`src/rtl/tic_pkg.sv`:
```
package tic_pkg;

   localparam int unsigned TIC_DIGITS = 4;

   typedef enum logic [1:0] {
      UNIT_FRAC = 2'd0,
      UNIT_SEC  = 2'd1,
      UNIT_MIN  = 2'd2,
      UNIT_HOUR = 2'd3
   } tic_unit_e;

   typedef enum logic [2:0] {
      SEL_CTL  = 3'd0,
      SEL_IVAL = 3'd1,
      SEL_FRAC = 3'd2,
      SEL_SEC  = 3'd3,
      SEL_MIN  = 3'd4,
      SEL_HOUR = 3'd5
   } tic_sel_e;

   typedef struct packed {
      logic      zero7;
      logic      one6;
      tic_unit_e unit;
      logic      oneshot;
      logic      flag;
      logic      ien;
      logic      cen;
   } tic_ctl_t;

   localparam int unsigned CTL_CEN  = 0;
   localparam int unsigned CTL_IEN  = 1;
   localparam int unsigned CTL_FLAG = 2;
   localparam int unsigned CTL_OS   = 3;
   localparam int unsigned CTL_UNIT = 4;

endpackage

```
`src/rtl/tic_prescale.sv`:
```
module tic_prescale #(
   parameter int unsigned DIV = 256
) (
   input  logic clk,
   input  logic rst_n,
   input  logic run_i,
   input  logic tick_i,
   output logic step_o
);

   localparam int unsigned CW       = (DIV > 1) ? $clog2(DIV) : 1;
   localparam bit          DIV_POW2 = (DIV == (1 << CW));

   generate
      if (DIV < 2) begin : g_bad_div
         $error("tic_prescale: DIV must be at least 2");
      end
   endgenerate

   logic [CW-1:0] cnt_q;
   logic          adv;

   assign adv = run_i & tick_i;

   generate
      if (DIV_POW2) begin : g_pow2
         // free-running binary counter, step on all-ones
         always_ff @(posedge clk or negedge rst_n) begin
            if (!rst_n)   cnt_q <= '0;
            else if (adv) cnt_q <= cnt_q + 1'b1;
         end
         assign step_o = adv & (&cnt_q);
      end else begin : g_modulo
         localparam logic [CW-1:0] LAST = CW'(DIV - 1);
         always_ff @(posedge clk or negedge rst_n) begin
            if (!rst_n)   cnt_q <= '0;
            else if (adv) cnt_q <= (cnt_q == LAST) ? '0 : cnt_q + 1'b1;
         end
         assign step_o = adv & (cnt_q == LAST);
      end
   endgenerate

endmodule

```
`src/rtl/tic_digit.sv`:
```
module tic_digit #(
   parameter int unsigned MOD = 60,
   parameter int unsigned W   = 8
) (
   input  logic         clk,
   input  logic         rst_n,
   input  logic         inc_i,
   input  logic         ld_i,
   input  logic [W-1:0] ld_val_i,
   output logic [W-1:0] val_o
);

   generate
      if (MOD < 2 || MOD > (1 << W)) begin : g_bad_mod
         $error("tic_digit: MOD must lie in 2 .. 2**W");
      end
   endgenerate

   localparam logic [W-1:0] TOP = W'(MOD - 1);

   logic [W-1:0] val_q;

   always_ff @(posedge clk or negedge rst_n) begin
      if (!rst_n) begin
         val_q <= '0;
      end else if (ld_i) begin
         val_q <= (ld_val_i > TOP) ? '0 : ld_val_i;
      end else if (inc_i) begin
         val_q <= (val_q == TOP) ? '0 : val_q + 1'b1;
      end
   end

   assign val_o = val_q;

endmodule

```
`src/rtl/tic_alarm.sv`:
```
module tic_alarm #(
   parameter int unsigned CW = 8
) (
   input  logic          clk,
   input  logic          rst_n,
   input  logic          en_i,
   input  logic          oneshot_i,
   input  logic [CW-1:0] ival_i,
   input  logic          event_i,
   input  logic          clr_i,
   output logic          flag_o,
   output logic [CW-1:0] cnt_o
);

   logic [CW-1:0] cnt_q;
   logic [CW-1:0] cnt_nxt;
   logic          done_q;
   logic          flag_q;
   logic          live;
   logic          hit;

   assign cnt_nxt = cnt_q + 1'b1;
   assign live    = en_i & event_i & ~done_q;
   // wrap of cnt_nxt to zero makes an interval of 0 span 2**CW events
   assign hit     = live & (cnt_nxt == ival_i);

   always_ff @(posedge clk or negedge rst_n) begin
      if (!rst_n) begin
         cnt_q  <= '0;
         done_q <= 1'b0;
      end else if (!en_i) begin
         cnt_q  <= '0;
         done_q <= 1'b0;
      end else if (hit) begin
         cnt_q  <= oneshot_i ? cnt_nxt : '0;
         done_q <= oneshot_i;
      end else if (live) begin
         cnt_q  <= cnt_nxt;
      end
   end

   always_ff @(posedge clk or negedge rst_n) begin
      if (!rst_n)     flag_q <= 1'b0;
      else if (hit)   flag_q <= 1'b1;
      else if (clr_i) flag_q <= 1'b0;
   end

   assign flag_o = flag_q;
   assign cnt_o  = cnt_q;

endmodule

```
`src/rtl/tic_core.sv`:
```
module tic_core
   import tic_pkg::*;
#(
   parameter int unsigned REG_W    = 8,
   parameter int unsigned PRESCALE = 256,
   parameter int unsigned FRAC_MOD = 128,
   parameter int unsigned SEC_MOD  = 60,
   parameter int unsigned MIN_MOD  = 60,
   parameter int unsigned HOUR_MOD = 24
) (
   input  logic             clk,
   input  logic             rst_n,
   input  logic             tick_i,
   input  logic             wr_en_i,
   input  logic [2:0]       wr_sel_i,
   input  logic [REG_W-1:0] wr_data_i,
   output logic [7:0]       ctl_o,
   output logic [REG_W-1:0] interval_o,
   output logic [REG_W-1:0] frac_o,
   output logic [REG_W-1:0] sec_o,
   output logic [REG_W-1:0] min_o,
   output logic [REG_W-1:0] hour_o,
   output logic             irq_o
);

   localparam int unsigned DIG_MOD [TIC_DIGITS] = '{FRAC_MOD, SEC_MOD, MIN_MOD, HOUR_MOD};

   generate
      if (REG_W < 8 || REG_W > 16) begin : g_bad_width
         $error("tic_core: REG_W must lie in 8 .. 16");
      end
      if (PRESCALE < 2) begin : g_bad_prescale
         $error("tic_core: PRESCALE must be at least 2");
      end
   endgenerate

   // control fields
   logic       cen_q;
   logic       ien_q;
   logic       os_q;
   tic_unit_e  unit_q;
   logic [REG_W-1:0] ival_q;
   logic       ctl_wr;
   logic       ival_wr;

   assign ctl_wr  = wr_en_i && (wr_sel_i == SEL_CTL);
   assign ival_wr = wr_en_i && (wr_sel_i == SEL_IVAL);

   always_ff @(posedge clk or negedge rst_n) begin
      if (!rst_n) begin
         cen_q  <= 1'b0;
         ien_q  <= 1'b0;
         os_q   <= 1'b0;
         unit_q <= UNIT_FRAC;
      end else if (ctl_wr) begin
         cen_q  <= wr_data_i[CTL_CEN];
         ien_q  <= wr_data_i[CTL_IEN];
         os_q   <= wr_data_i[CTL_OS];
         unit_q <= tic_unit_e'(wr_data_i[CTL_UNIT +: 2]);
      end
   end

   always_ff @(posedge clk or negedge rst_n) begin
      if (!rst_n)       ival_q <= '0;
      else if (ival_wr) ival_q <= wr_data_i;
   end

   // prescaler: ticks to 1/128-second steps
   logic step;

   tic_prescale #(.DIV(PRESCALE)) u_pre (
      .clk    (clk),
      .rst_n  (rst_n),
      .run_i  (cen_q),
      .tick_i (tick_i),
      .step_o (step)
   );

   // digit chain; inc[i] is the advance strobe of digit i
   logic [TIC_DIGITS-1:0] inc;
   logic [REG_W-1:0]      dval [TIC_DIGITS];

   assign inc[0] = step;

   generate
      for (genvar i = 0; i < TIC_DIGITS; i++) begin : g_dig
         logic ld;
         assign ld = wr_en_i && (wr_sel_i == 3'(int'(SEL_FRAC) + i));

         tic_digit #(.MOD(DIG_MOD[i]), .W(REG_W)) u_digit (
            .clk      (clk),
            .rst_n    (rst_n),
            .inc_i    (inc[i]),
            .ld_i     (ld),
            .ld_val_i (wr_data_i),
            .val_o    (dval[i])
         );

         if (i < TIC_DIGITS - 1) begin : g_carry
            assign inc[i+1] = inc[i] && (dval[i] == REG_W'(DIG_MOD[i] - 1));
         end
      end
   endgenerate

   // interval alarm
   logic             unit_evt;
   logic             flag;
   logic [REG_W-1:0] alarm_cnt;

   assign unit_evt = inc[unit_q];

   tic_alarm #(.CW(REG_W)) u_alarm (
      .clk       (clk),
      .rst_n     (rst_n),
      .en_i      (ien_q),
      .oneshot_i (os_q),
      .ival_i    (ival_q),
      .event_i   (unit_evt),
      .clr_i     (ctl_wr && !wr_data_i[CTL_FLAG]),
      .flag_o    (flag),
      .cnt_o     (alarm_cnt)
   );

   tic_ctl_t ctl_rd;

   always_comb begin
      ctl_rd         = '0;
      ctl_rd.zero7   = 1'b0;
      ctl_rd.one6    = 1'b1;
      ctl_rd.unit    = unit_q;
      ctl_rd.oneshot = os_q;
      ctl_rd.flag    = flag;
      ctl_rd.ien     = ien_q;
      ctl_rd.cen     = cen_q;
   end

   assign ctl_o      = ctl_rd;
   assign interval_o = ival_q;
   assign frac_o     = dval[0];
   assign sec_o      = dval[1];
   assign min_o      = dval[2];
   assign hour_o     = dval[3];
   assign irq_o      = flag;

endmodule

```
`config.mk`:
```
export PLATFORM = sky130hd
export DESIGN_NAME = tic_core
export DESIGN_NICKNAME = d
export VERILOG_FILES = /design/src/rtl/tic_pkg.sv /design/src/rtl/tic_prescale.sv /design/src/rtl/tic_digit.sv /design/src/rtl/tic_alarm.sv /design/src/rtl/tic_core.sv
export SDC_FILE = /design/constraint.sdc
export NUM_CORES = 1
export LEC_CHECK = 0
export BUFFER_PORTS_ARGS = -buffer_cell sky130_fd_sc_hd__buf_2
export CAP_MARGIN = 15
export CORE_ASPECT_RATIO = 1.2
export CORE_MARGIN = 2
export CORE_UTILIZATION = 51
export DETAILED_ROUTE_END_ITERATION = 8
export PLACE_DENSITY = 0.86
export SYNTH_ARGS = -nofsm -noshare
export SYNTH_HDL_FRONTEND = slang
export SYNTH_SLANG_ARGS = --single-unit
```
`constraint.sdc`:
```
create_clock -name clk -period 2.31 [get_ports clk]
set_input_delay 0.3465 -clock clk [delete_from_list [all_inputs] [get_ports clk]]
set_output_delay 0.3465 -clock clk [all_outputs]
set_load 0.01 [all_outputs]
```
==> run summary <==
Slowest cell on crit path - or4_4
yosys warns - 0
Highest Clock Rate - 432.3 MHz
Worst-path clk slew - 0.07 ns
Post-Syn Nets - 413
Synth async-reset ratio - 100.0%
outcome - finished, violations left
Pleak - 0.002116 uW
# setup viols final - 1
Pwr Density - 707.8 mW/mm^2
Core Rows - 33
fin crit share - 100.1%
Rel. slew slack - 51.45%
Startpoint Class - flip-flop
hold bufs inserted after CTS - 0
vias in the first global route - 3356
Top FF cell, synth - dfrtp_1
total power - 3250 uW
CTS tree - done
Post-synth top cells - dfrtp_1 (63), nand2_1 (41), o21ai_0 (32)
gr ovfl total - 0
Crit Reg-Reg Endpoint - g_dig[3].u_digit.val_o[5]$_DFFE_PN0P_
n_diodes - 0
Area growth syn-to-layout - 25.99%
clock tree root buffer cell - clkbuf_8
share of cells above drive strength 1 - 30.78%
area leader, netlist - dfrtp_1
TritonCTS buffer count - 9
r2r setup slk - -0.003 ns
dpl ws - 0.01553 ns
crit-path max FO - 6
# port buffers - 61
antenna violations before repair - 0
Die X - 81.17 microns
area share of the largest cell type after synthesis - 43.25%
max cap viols - 0
Post-Syn Area - 0.003645 sq mm
RSZ-0062 raised after global routing - true
Worst-Margin Slew - 0.7283 ns
drt via density - 6.074
worst hold slack - -0.00004641 ns
fin crit period - 2.313 ns
Top delay family on crit path - simple AND/OR/NAND/NOR gates
crit-path cells - ha_2, nand3_2, or3_4, or4_4, and2_4, or4_1, nand3_1
final hold vios - 1
Clock Latency Late Sink - 0.36 ns
failing checks - negative hold slack, negative setup slack
Max Clock Skew - 0.01057 ns
Yosys reg bits - 63
Post-Syn Area per Cell - 9.298 sq um
Via Count - 3547
total routed wirelength - 10060 microns
Final WS setup - -0.003095 ns
Hold/Removal Path Class - input port to asynchronous set/reset pin
FF-to-FF Start - u_pre.cnt_q[1]$_DFFE_PN0P_
Tot GR Track Use - 26.06%
Final ANT Viol Nets - 0
register area share after synthesis - 43.25%
Setup crit end kind - flip-flop
Post-synth EDFFs - 0
Synth area leaders - dfrtp_1 (43%), o21ai_0 (4.4%), nand2_1 (4.2%)
Die H - 96.61 microns
Final HPWL DP - 7110 microns
Core Footprint - 0.006895 sq mm
Initial Util - 52.86%
GPL Wtd Cong - 0.9165
worst vdd ir - 0.0007640 V
Final Max Tran Viols - 0
Worst Path Arrival - 2.61 ns
Netlist cell types - 54
setup_tns - -0.003095 ns
worst path buffer plus inverter count - 0
starting DRC count in detailed routing - 304
critical path class - flip-flop to flip-flop
I/O Pins - 64
Post-Synthesis Cells - 392
H-tree Lvls - 3
Post-layout nets - 513
wire per inst - 17.23 microns
DRC viols - 0
CP max stage delay - 0.53 ns
CP required - 2.61 ns
drt first pass iters - 5
R2R depth - 7
most numerous cell in the Yosys netlist - dfrtp_1
first-pass GRT wire length - 15960 microns
clk sinks - 63
die area - 0.007841 sq mm
clk buf depth - 2
largest net degree at the start of global routing - 28
-- logic make-up after synthesis --
kind of cell	after synthesis	share of synthesized area [%]
compound gates	88	15.89
xor+xnor	24	5.767
fa+ha+maj	6	2.060
buf+inv	22	3.090
flops	63	43.25
mux	14	4.257
other cells	2	0.2061
simple gates	173	25.47
-- placed cells by master, fill, tap and decap left out, types with 10 or more instances in the layout --
master and instances:
and3_1 10, buf_4 42, xnor2_1 10, nand3_1 23, dfrtp_1 62, nor2_1 26, a21oi_1 13, nand2_1 40
o21ai_0 30, mux2_2 12, xor2_1 14, buf_2 61
-- worst register-to-register path: cells and delay by family (launching register included) --
family	cells	cell delay, ns
simple gates	6	1.68
flops	1	0.38
fa+ha+maj	1	0.20
-- where the power goes --
part           internal (uW)  total (uW)  switching [uW]
Combinational            360         752             393
Clock                    605        1040             430
Sequential              1270        1460             196
-- state kept, by name, summed over array words and instances, names as in the netlist --
register             cells
ien_q                    1
u_alarm.flag_o           1
u_alarm.cnt_o            8
u_alarm.done_q           1
interval_o               8
u_pre.cnt_q              8
os_q                     1
unit_q                   2
g_dig.u_digit.val_o     32
cen_q                    1
-- repair_timing --
action                     4_1_cts  5_1_grt
resized for setup                0       16
setup endpoints to repair        0       17
setup buffers                    0        6
-- cell type report --
class,count,area (sq um)
fillers,507,2303
multi-input cells,307,2024
flip-flops and latches,63,1578
repair buffers,106,656.9
clock buffers,12,135.1
well taps,87,108.9
clock inverters,4,70.07
inverters,5,18.77
-- metal layers --
layer | part of all wire (%) | GRT usage (%) | vias to the layer above
met5 | 0 | 0 | -
met4 | 3.0 | 10.56 | 0
met3 | 6.3 | 6.157 | 27
met2 | 51 | 42.40 | 136
met1 | 40 | 32.92 | 1743
li1 | - | - | 1641
-- worst max-delay path by stage --
stage                                                  endpoint                                  start  cells past startpoint  slack [ns]
after floorplan           g_dig[3].u_digit.val_o[5]$_DFFE_PN0P_  g_dig[0].u_digit.val_o[0]$_DFFE_PN0P_                      8       -0.16
after global routing      g_dig[3].u_digit.val_o[5]$_DFFE_PN0P_  g_dig[2].u_digit.val_o[1]$_DFFE_PN0P_                      7       -0.07
after CTS                          u_alarm.cnt_o[6]$_DFFE_PN0P_           u_alarm.cnt_o[1]$_DFFE_PN0P_                      7       0.007
after detailed placement  g_dig[3].u_digit.val_o[5]$_DFFE_PN0P_             u_pre.cnt_q[1]$_DFFE_PN0P_                      7        0.02
final                     g_dig[3].u_digit.val_o[5]$_DFFE_PN0P_             u_pre.cnt_q[1]$_DFFE_PN0P_                      7      -0.003
after global placement    g_dig[3].u_digit.val_o[5]$_DFFE_PN0P_  g_dig[1].u_digit.val_o[7]$_DFFE_PN0P_                      6        0.05
-- through the flow --
| step | std cells | area, sq um | util [%] |
|---|---|---|---|
| 2_1_floorplan | 392 | 3656 | - |
| 3_3_place_gp | 561 | 4280 | 62.08 |
| 3_5_place_dp | 561 | 4280 | 62.08 |
| 4_1_cts | 577 | 4486 | 65.05 |
| 5_1_grt | 584 | 4592 | 66.59 |
| 6_report | 584 | 4592 | 66.59 |
Note: power is estimated with default switching activity, not from simulation.
